File: config.mk
export PLATFORM = sky130hd
export DESIGN_NAME = thermo_obs_encoder
export DESIGN_NICKNAME = d
export VERILOG_FILES = /design/src/rtl/tenc_pkg.sv /design/src/rtl/tenc_cfg_store.sv /design/src/rtl/tenc_norm.sv /design/src/rtl/tenc_thermo.sv /design/src/rtl/thermo_obs_encoder.sv
export SDC_FILE = /design/constraint.sdc
export NUM_CORES = 2
export LEC_CHECK = 0
export BUFFER_PORTS_ARGS = -buffer_cell sky130_fd_sc_hd__clkbuf_2
export CELL_PAD_IN_SITES_DETAIL_PLACEMENT = 0
export CELL_PAD_IN_SITES_GLOBAL_PLACEMENT = 1
export CORE_AREA = 2 2 418 420
export DETAILED_ROUTE_END_ITERATION = 8
export DIE_AREA = 0 0 420 422
export PLACE_DENSITY_LB_ADDON = 0.1
export SLEW_MARGIN = 10
export SYNTH_ARGS = -nofsm -noshare
export SYNTH_HDL_FRONTEND = slang
export SYNTH_SLANG_ARGS = --single-unit
File: constraint.sdc
create_clock -name clk -period 33 [get_ports clk]
set_input_delay 6.6 -clock clk [delete_from_list [all_inputs] [get_ports clk]]
set_output_delay 6.6 -clock clk [all_outputs]
set_load 0.005 [all_outputs]
File: src/rtl/tenc_pkg.sv
package tenc_pkg;

  typedef enum logic [1:0] {
    CFG_OFFSET = 2'd0,
    CFG_RECIP  = 2'd1,
    CFG_THRESH = 2'd2,
    CFG_NONE   = 2'd3
  } cfg_kind_e;

  // Default threshold for index idx: quadratic spacing around zero,
  // outermost magnitude kept below the clip bound.
  function automatic int default_thr(input int idx, input int nthr, input int clip);
    int half;
    int k;
    int step;
    half = nthr / 2;
    k    = idx - half;
    step = clip / (half * half + 1);
    return (k < 0) ? -(k * k * step) : (k * k * step);
  endfunction

endpackage

File: src/rtl/tenc_cfg_store.sv
module tenc_cfg_store
  import tenc_pkg::*;
#(
  parameter int NCH   = 3,
  parameter int OBS_W = 16,
  parameter int FRAC  = 8,
  parameter int NTHR  = 7,
  parameter int CLIP  = 1024,
  parameter int CHW   = (NCH > 1) ? $clog2(NCH) : 1,
  parameter int TIW   = (NTHR > 1) ? $clog2(NTHR) : 1
) (
  input  logic                                  clk,
  input  logic                                  rst_n,
  input  logic                                  cfg_we,
  input  logic [1:0]                            cfg_kind,
  input  logic [CHW-1:0]                        cfg_ch,
  input  logic [TIW-1:0]                        cfg_idx,
  input  logic [OBS_W-1:0]                      cfg_data,
  output logic [NCH-1:0][OBS_W-1:0]             offset_o,
  output logic [NCH-1:0][OBS_W-1:0]             recip_o,
  output logic [NCH-1:0][NTHR-1:0][OBS_W-1:0]   thr_o
);

  localparam logic [OBS_W-1:0] UNIT_RECIP = OBS_W'(1 << FRAC);

  logic [NCH-1:0][OBS_W-1:0]           offset_q, offset_d;
  logic [NCH-1:0][OBS_W-1:0]           recip_q,  recip_d;
  logic [NCH-1:0][NTHR-1:0][OBS_W-1:0] thr_q,    thr_d;
  logic                                upd_en;

  assign upd_en = cfg_we;

  always_comb begin
    offset_d = offset_q;
    recip_d  = recip_q;
    thr_d    = thr_q;
    for (int c = 0; c < NCH; c++) begin
      if (cfg_we && (int'(cfg_ch) == c)) begin
        case (cfg_kind_e'(cfg_kind))
          CFG_OFFSET: offset_d[c] = cfg_data;
          CFG_RECIP:  recip_d[c]  = cfg_data;
          CFG_THRESH: begin
            for (int i = 0; i < NTHR; i++) begin
              if (int'(cfg_idx) == i) thr_d[c][i] = cfg_data;
            end
          end
          default: ;
        endcase
      end
    end
  end

  always_ff @(posedge clk or negedge rst_n) begin
    if (!rst_n) begin
      for (int c = 0; c < NCH; c++) begin
        offset_q[c] <= '0;
        recip_q[c]  <= UNIT_RECIP;
        for (int i = 0; i < NTHR; i++) begin
          thr_q[c][i] <= OBS_W'(default_thr(i, NTHR, CLIP));
        end
      end
    end else if (upd_en) begin
      offset_q <= offset_d;
      recip_q  <= recip_d;
      thr_q    <= thr_d;
    end
  end

  assign offset_o = offset_q;
  assign recip_o  = recip_q;
  assign thr_o    = thr_q;

  // thresholds never move without an explicit write
  assert_thr_hold_R9 : assert property (@(posedge clk) disable iff (!rst_n)
    !cfg_we |=> $stable(thr_q));

  // a write of the unused kind leaves every constant untouched
  assert_kind_ignored_R9 : assert property (@(posedge clk) disable iff (!rst_n)
    (cfg_we && cfg_kind == 2'd3) |=>
      ($stable(thr_q) && $stable(offset_q) && $stable(recip_q)));

endmodule

File: src/rtl/tenc_norm.sv
module tenc_norm #(
  parameter int OBS_W = 16,
  parameter int FRAC  = 8,
  parameter int CLIP  = 1024
) (
  input  logic signed [OBS_W-1:0] obs,
  input  logic signed [OBS_W-1:0] offset,
  input  logic signed [OBS_W-1:0] recip,
  output logic signed [OBS_W-1:0] norm
);

  localparam int DW = OBS_W + 1;
  localparam int PW = DW + OBS_W;
  localparam logic signed [PW-1:0] HI = PW'(CLIP);
  localparam logic signed [PW-1:0] LO = -HI;

  logic signed [DW-1:0] diff;
  logic signed [PW-1:0] prod;
  logic signed [PW-1:0] scaled;

  always_comb begin
    diff   = DW'(obs) - DW'(offset);
    prod   = PW'(diff) * PW'(recip);
    scaled = prod >>> FRAC;
    if (scaled > HI) begin
      norm = OBS_W'(CLIP);
    end else if (scaled < LO) begin
      norm = OBS_W'(-CLIP);
    end else begin
      norm = scaled[OBS_W-1:0];
    end
  end

endmodule

File: src/rtl/tenc_thermo.sv
module tenc_thermo #(
  parameter int OBS_W = 16,
  parameter int NTHR  = 7
) (
  input  logic signed [OBS_W-1:0]      norm,
  input  logic [NTHR-1:0][OBS_W-1:0]   thr,
  output logic [NTHR-1:0]              code
);

  for (genvar i = 0; i < NTHR; i++) begin : g_cmp
    assign code[i] = (norm > $signed(thr[i]));
  end

endmodule

File: src/rtl/thermo_obs_encoder.sv
module thermo_obs_encoder #(
  parameter int NCH   = 3,
  parameter int OBS_W = 16,
  parameter int FRAC  = 8,
  parameter int NTHR  = 7,
  parameter int CLIP  = 1024,
  localparam int CHW    = (NCH > 1) ? $clog2(NCH) : 1,
  localparam int TIW    = (NTHR > 1) ? $clog2(NTHR) : 1,
  localparam int CODE_W = NCH * NTHR
) (
  input  logic                   clk,
  input  logic                   rst_n,
  input  logic                   in_valid,
  input  logic [NCH*OBS_W-1:0]   in_obs,
  input  logic                   cfg_we,
  input  logic [1:0]             cfg_kind,
  input  logic [CHW-1:0]         cfg_ch,
  input  logic [TIW-1:0]         cfg_idx,
  input  logic [OBS_W-1:0]       cfg_data,
  output logic                   out_valid,
  output logic [CODE_W-1:0]      out_code
);

  logic [NCH-1:0][OBS_W-1:0]           offset_w;
  logic [NCH-1:0][OBS_W-1:0]           recip_w;
  logic [NCH-1:0][NTHR-1:0][OBS_W-1:0] thr_w;
  logic [NCH-1:0][OBS_W-1:0]           norm_w;
  logic [CODE_W-1:0]                   code_comb;

  logic [CODE_W-1:0] code_q, code_d;
  logic              valid_q, valid_d;
  logic              code_en;

  tenc_cfg_store #(
    .NCH(NCH), .OBS_W(OBS_W), .FRAC(FRAC), .NTHR(NTHR), .CLIP(CLIP),
    .CHW(CHW), .TIW(TIW)
  ) u_store (
    .clk      (clk),
    .rst_n    (rst_n),
    .cfg_we   (cfg_we),
    .cfg_kind (cfg_kind),
    .cfg_ch   (cfg_ch),
    .cfg_idx  (cfg_idx),
    .cfg_data (cfg_data),
    .offset_o (offset_w),
    .recip_o  (recip_w),
    .thr_o    (thr_w)
  );

  for (genvar c = 0; c < NCH; c++) begin : g_ch
    tenc_norm #(.OBS_W(OBS_W), .FRAC(FRAC), .CLIP(CLIP)) u_norm (
      .obs    (in_obs[c*OBS_W +: OBS_W]),
      .offset (offset_w[c]),
      .recip  (recip_w[c]),
      .norm   (norm_w[c])
    );

    tenc_thermo #(.OBS_W(OBS_W), .NTHR(NTHR)) u_thermo (
      .norm (norm_w[c]),
      .thr  (thr_w[c]),
      .code (code_comb[c*NTHR +: NTHR])
    );

    // the normalized value never leaves the clip range
    assert_clip_range_R3 : assert property (@(posedge clk) disable iff (!rst_n)
      ($signed(norm_w[c]) <= CLIP) && ($signed(norm_w[c]) >= -CLIP));
  end

  // Output stage: next-state and register processes
  assign code_en = in_valid;

  always_comb begin
    code_d  = code_q;
    valid_d = in_valid;
    if (code_en) code_d = code_comb;
  end

  always_ff @(posedge clk or negedge rst_n) begin
    if (!rst_n) begin
      valid_q <= 1'b0;
      code_q  <= '0;
    end else begin
      valid_q <= valid_d;
      if (code_en) code_q <= code_d;
    end
  end

  assign out_valid = valid_q;
  assign out_code  = code_q;

  // Observation helpers for the checks below
  logic thr_ascending;
  logic code_is_thermo;

  always_comb begin
    thr_ascending = 1'b1;
    for (int c = 0; c < NCH; c++) begin
      for (int i = 1; i < NTHR; i++) begin
        if ($signed(thr_w[c][i]) <= $signed(thr_w[c][i-1])) thr_ascending = 1'b0;
      end
    end
  end

  always_comb begin
    code_is_thermo = 1'b1;
    for (int c = 0; c < NCH; c++) begin
      for (int i = 1; i < NTHR; i++) begin
        if (out_code[c*NTHR + i] && !out_code[c*NTHR + i - 1]) code_is_thermo = 1'b0;
      end
    end
  end

  // a valid output always follows a valid input by one clock
  assert_valid_follows_R6 : assert property (@(posedge clk) disable iff (!rst_n)
    out_valid |-> $past(in_valid));

  // a valid input always produces a valid output next clock
  assert_valid_latency_R6 : assert property (@(posedge clk) disable iff (!rst_n)
    in_valid |=> out_valid);

  // idle cycles leave the code untouched
  assert_code_hold_R7 : assert property (@(posedge clk) disable iff (!rst_n)
    !in_valid |=> $stable(out_code));

  // ordered thresholds give contiguous ones from bit 0
  assert_thermo_shape_R10 : assert property (@(posedge clk) disable iff (!rst_n)
    (in_valid && thr_ascending) |=> code_is_thermo);

endmodule

==> results.txt <==
----------------------------------------------------
[Outcome]
  Status ... finished, final reports clean

[Critical path]
  Data required, critical path ... ~34000 ps
  Category of the worst setup path capture point ... flop
  Kind of critical path ... in2reg
  Critical path startpoint ... in_obs[16]
  Most Frequent Cell on Critical Path ... sky130_fd_sc_hd__fa_1
  Startpoint of the most critical register-to-register path ... u_store.offset_o[16]
  Data arrival, critical path ... about 19000 ps
  Worst setup slack for register-to-register paths ... between 15000 and 20000 ps
  Worst r2r dst ... out_code[10]
  CP max-delay cell ... sky130_fd_sc_hd__a21oi_1
  Highest net fanout along the worst path ... 16
  Type of element launching the critical path ... input pin
  Worst-case reg-to-reg path depth ... between 40 and 50
  Delay of the slowest critical-path stage ... between 700 and 800 ps

[Synthesis]
  Synthesized flop and latch total ... approximately 450
  Cell area after technology mapping ... approximately 60000 um^2
  Post-synthesis cell count ... between 6000 and 7000
  Leading post-synthesis cells by cell area ... sky130_fd_sc_hd__fa_1 (28%), sky130_fd_sc_hd__ha_1 (13%), sky130_fd_sc_hd__dfrtp_1 (13%)
  EDFF count, synth ... 0
  Synth warn ... 0
  Synth Flop Type ... sky130_fd_sc_hd__dfrtp_1
  Net count after synthesis ... 7964
  Sequential cell area fraction in the yosys report ... 0.192
  Library cells used by synthesis ... between 80 and 90
  Synthesized area per cell ... 9.36 um^2
  Share of Yosys cell area claimed by the top area cell type ... 0.275
  Ys async rst share ... 1.00
  Area leader, netlist ... sky130_fd_sc_hd__fa_1

[Routing]
  Met2 Routed Length ... about 85000 um
  Routed Antenna Nets ... 0
  DR vias ... 43000
  Final wirelength ... between 150000 and 200000 um
  Post-route DRC ... 0
  Uppermost layer routed ... met4
  Met3 routed WL ... around 4400 um
  Number of violations reported at the end of detailed-routing iteration 0 ... about 1900
  Via density ... around 4.9
  TritonRoute pass-1 iters ... 5
  Wl on met1 ... ~83000 um
  DR WL/cell ... 19.9 um

[Timing]
  Setup violation total in the final timing report ... 0
  Maximum achievable frequency ... between 0.05 and 0.06 GHz
  Final clock skew ... 48.5 ps
  Final Hold Viols ... 0
  Share of the cycle needed by the critical path after routing ... 0.567
  Setup Total Neg Slack ... 0 ps
  Actual transition at the worst max-transition pin ... 1190 ps
  Minimum period implied by the final worst setup slack ... roughly 19000 ps
  Setup repair after global routing missed its margin ... false
  Max Slew Vio Count ... 0
  Worst slew margin relative to its limit ... 0.203

[Placement]
  # port buffers ... 96
  Post-DP HPWL ... roughly 130000 um
  Gpl congestion ... between 0.8 and 0.9

[Global route]
  Overall overflow remaining after global route ... 0
  Pin count of the biggest net entering global routing ... between 90 and 100
  Antenna violations before repair ... 6
  Via count of the first global-routing pass ... ~45000
  Wire length of the first global-routing pass ... between 200000 and 300000 um
  Overall routing resource usage ... 0.204

[Clocking]
  TritonCTS buffer count ... between 50 and 60
  Max H-tree Level ... 2
  CTS hold repair buffers ... 0
  Largest buffer count on any clock path ... 3
  Count of buffers added by post-CTS timing repair for setup ... 0
  Cell at the root of the clock tree ... sky130_fd_sc_hd__clkbuf_16
  Count of instances resized after the clock tree is built ... 0
  Worst-path clk slew ... approximately 60 ps
  TritonCTS clock tree ... built
  CTS sink count ... 454
  Worst skew pair latency ... between 600 and 700 ps

[Run]
  Maximum Capacitance Violations ... 0

[Floorplanning]
  Overall die area ... 177000 um^2
  Number of rows in the core area ... 153
  # IOs ... between 90 and 100
  Vertical extent of the die ... roughly 420 um
  Core Box Area ... between 150000 and 200000 um^2
  Die Width ... between 400 and 500 um
  Effective utilization at floorplan ... 0.348

[Finish]
  Area grow syn2layout ... 9.36%
  Leading cell types in the layout, fill and taps excluded ... sky130_fd_sc_hd__inv_1 (1373), sky130_fd_sc_hd__fa_1 (828), sky130_fd_sc_hd__nand2_1 (651), sky130_fd_sc_hd__ha_1 (627), sky130_fd_sc_hd__and2_1 (320)
  Final net count ... about 8000
  Multi-input logic area ... about 43000 um^2
  Most common library cell in the layout ignoring fill and taps ... sky130_fd_sc_hd__inv_1
  Sequential Area ... between 10000 and 15000 um^2
  Number of filler instances in the final layout ... approximately 18000
  Ratio of cells with drive above 1 in the final layout ... 0.127

[Min path]
  Hold Crit Depth ... 1
  Hold Crit Class ... reg2reg
  Min-Delay Endpoint ... out_code[19]
  Beginning of the worst hold path ... out_code[19]

----------------------------------------------------
## cell type report
cell class / count / share of cell area
Sequential cell: 454 / 0.175
Antenna cell: 2 / 0.0000760
Clock buffer: 75 / 0.0241
Tap cell: 2325 / 0.0442
Timing Repair Buffer: 223 / 0.0219
Clock inverter: 34 / 0.00779
Multi-Input combinational cell: 4361 / 0.649
Inverter: 1373 / 0.0782
## synthesized netlist by cell type, types with 7 or more instances
library cell,number
sky130_fd_sc_hd__o31ai_1,13
sky130_fd_sc_hd__nand3b_1,22
sky130_fd_sc_hd__or2_2,16
sky130_fd_sc_hd__or3_1,16
sky130_fd_sc_hd__clkbuf_1,225
sky130_fd_sc_hd__nor4_1,16
sky130_fd_sc_hd__a221oi_1,16
sky130_fd_sc_hd__a211oi_1,31
sky130_fd_sc_hd__nand3_1,57
sky130_fd_sc_hd__o22ai_1,7
sky130_fd_sc_hd__a211o_1,9
sky130_fd_sc_hd__nor3b_1,16
sky130_fd_sc_hd__o21ai_0,257
sky130_fd_sc_hd__nand2_1,651
sky130_fd_sc_hd__nor2_1,168
sky130_fd_sc_hd__a31oi_1,9
sky130_fd_sc_hd__o211ai_1,13
sky130_fd_sc_hd__ha_1,627
sky130_fd_sc_hd__fa_1,828
sky130_fd_sc_hd__xnor2_1,89
sky130_fd_sc_hd__nand2b_1,62
sky130_fd_sc_hd__a21oi_1,154
sky130_fd_sc_hd__nor2b_1,125
sky130_fd_sc_hd__dfstp_2,141
sky130_fd_sc_hd__a2111oi_0,11
sky130_fd_sc_hd__o21a_1,96
sky130_fd_sc_hd__nand4_1,93
sky130_fd_sc_hd__nor3_1,41
sky130_fd_sc_hd__inv_1,1373
sky130_fd_sc_hd__a21boi_0,11
sky130_fd_sc_hd__a311oi_1,10
sky130_fd_sc_hd__mux2i_1,10
sky130_fd_sc_hd__and2_1,320
sky130_fd_sc_hd__xor2_1,28
sky130_fd_sc_hd__buf_1,19
sky130_fd_sc_hd__and3_1,26
sky130_fd_sc_hd__o41ai_1,7
sky130_fd_sc_hd__dfrtp_1,313
sky130_fd_sc_hd__mux2_2,305
sky130_fd_sc_hd__o21bai_1,8
sky130_fd_sc_hd__a21o_1,83
## per-layer routing
| metal | global-route usage | vias up |
|---|---|---|
| met2 | 0.342 | 491 |
| met1 | 0.288 | 21900 |
| met5 | 0 | - |
| met4 | 0.0396 | 0 |
| met3 | 0.0157 | 133 |
| li1 | - | 20500 |
## worst max-delay path, delay by kind of cell
kind,cells,cell delay (ps)
AND/OR/NAND/NOR,10,2190
multiplexers,1,290
AO/OA/AOI/OAI,16,4820
adder cells (fa/ha/maj),10,4310
buffers and inverters,5,250
XOR/XNOR,1,760
## cells by family after synthesis
family,Yosys count,share of synthesized area
and+or+nand+nor,1668,0.140
DFF,454,0.192
muxes,315,0.0587
adders and majority gates,1455,0.405
AOI/OAI and AO/OA,806,0.0865
xor gates and xnor gates,117,0.0170
buffers and inverters,1619,0.101
## how the worst max path moves through the flow
stage	to	slack, ps	depth (start not counted)
2_1_floorplan	out_code[11]	15000	46
3_3_place_gp	out_code[8]	13800	46
3_5_place_dp	out_code[11]	13600	46
4_1_cts	out_code[10]	14280	47
5_1_grt	out_code[8]	13390	46
6_report	out_code[10]	14270	43
## state kept, by name, indices dropped and copies added (netlist names)
register / cells
u_store.offset_o: 48
u_store.thr_o: 336
out_valid: 1
out_code: 21
u_store.recip_o: 48
## stage by stage
| step | cell area [um^2] | utilization | worst slack, ps | hold slack [ps] | instances |
|---|---|---|---|---|---|
| 2_1_floorplan | 60200 | - | 15000 | 475 | 6434 |
| 3_3_place_gp | 63800 | 0.369 | 13800 | 483 | 8736 |
| 3_5_place_dp | 63800 | 0.369 | 13600 | 493 | 8736 |
| 4_1_cts | 65900 | 0.381 | 14280 | 505 | 8845 |
| 5_1_grt | 65900 | 0.381 | 13390 | 512 | 8845 |
| 6_report | 65900 | 0.381 | 14270 | 501 | 8847 |
Power is left out: the tool's default activity adds up to more than one toggle a clock period on the data nets, which glitch-free logic cannot reach.
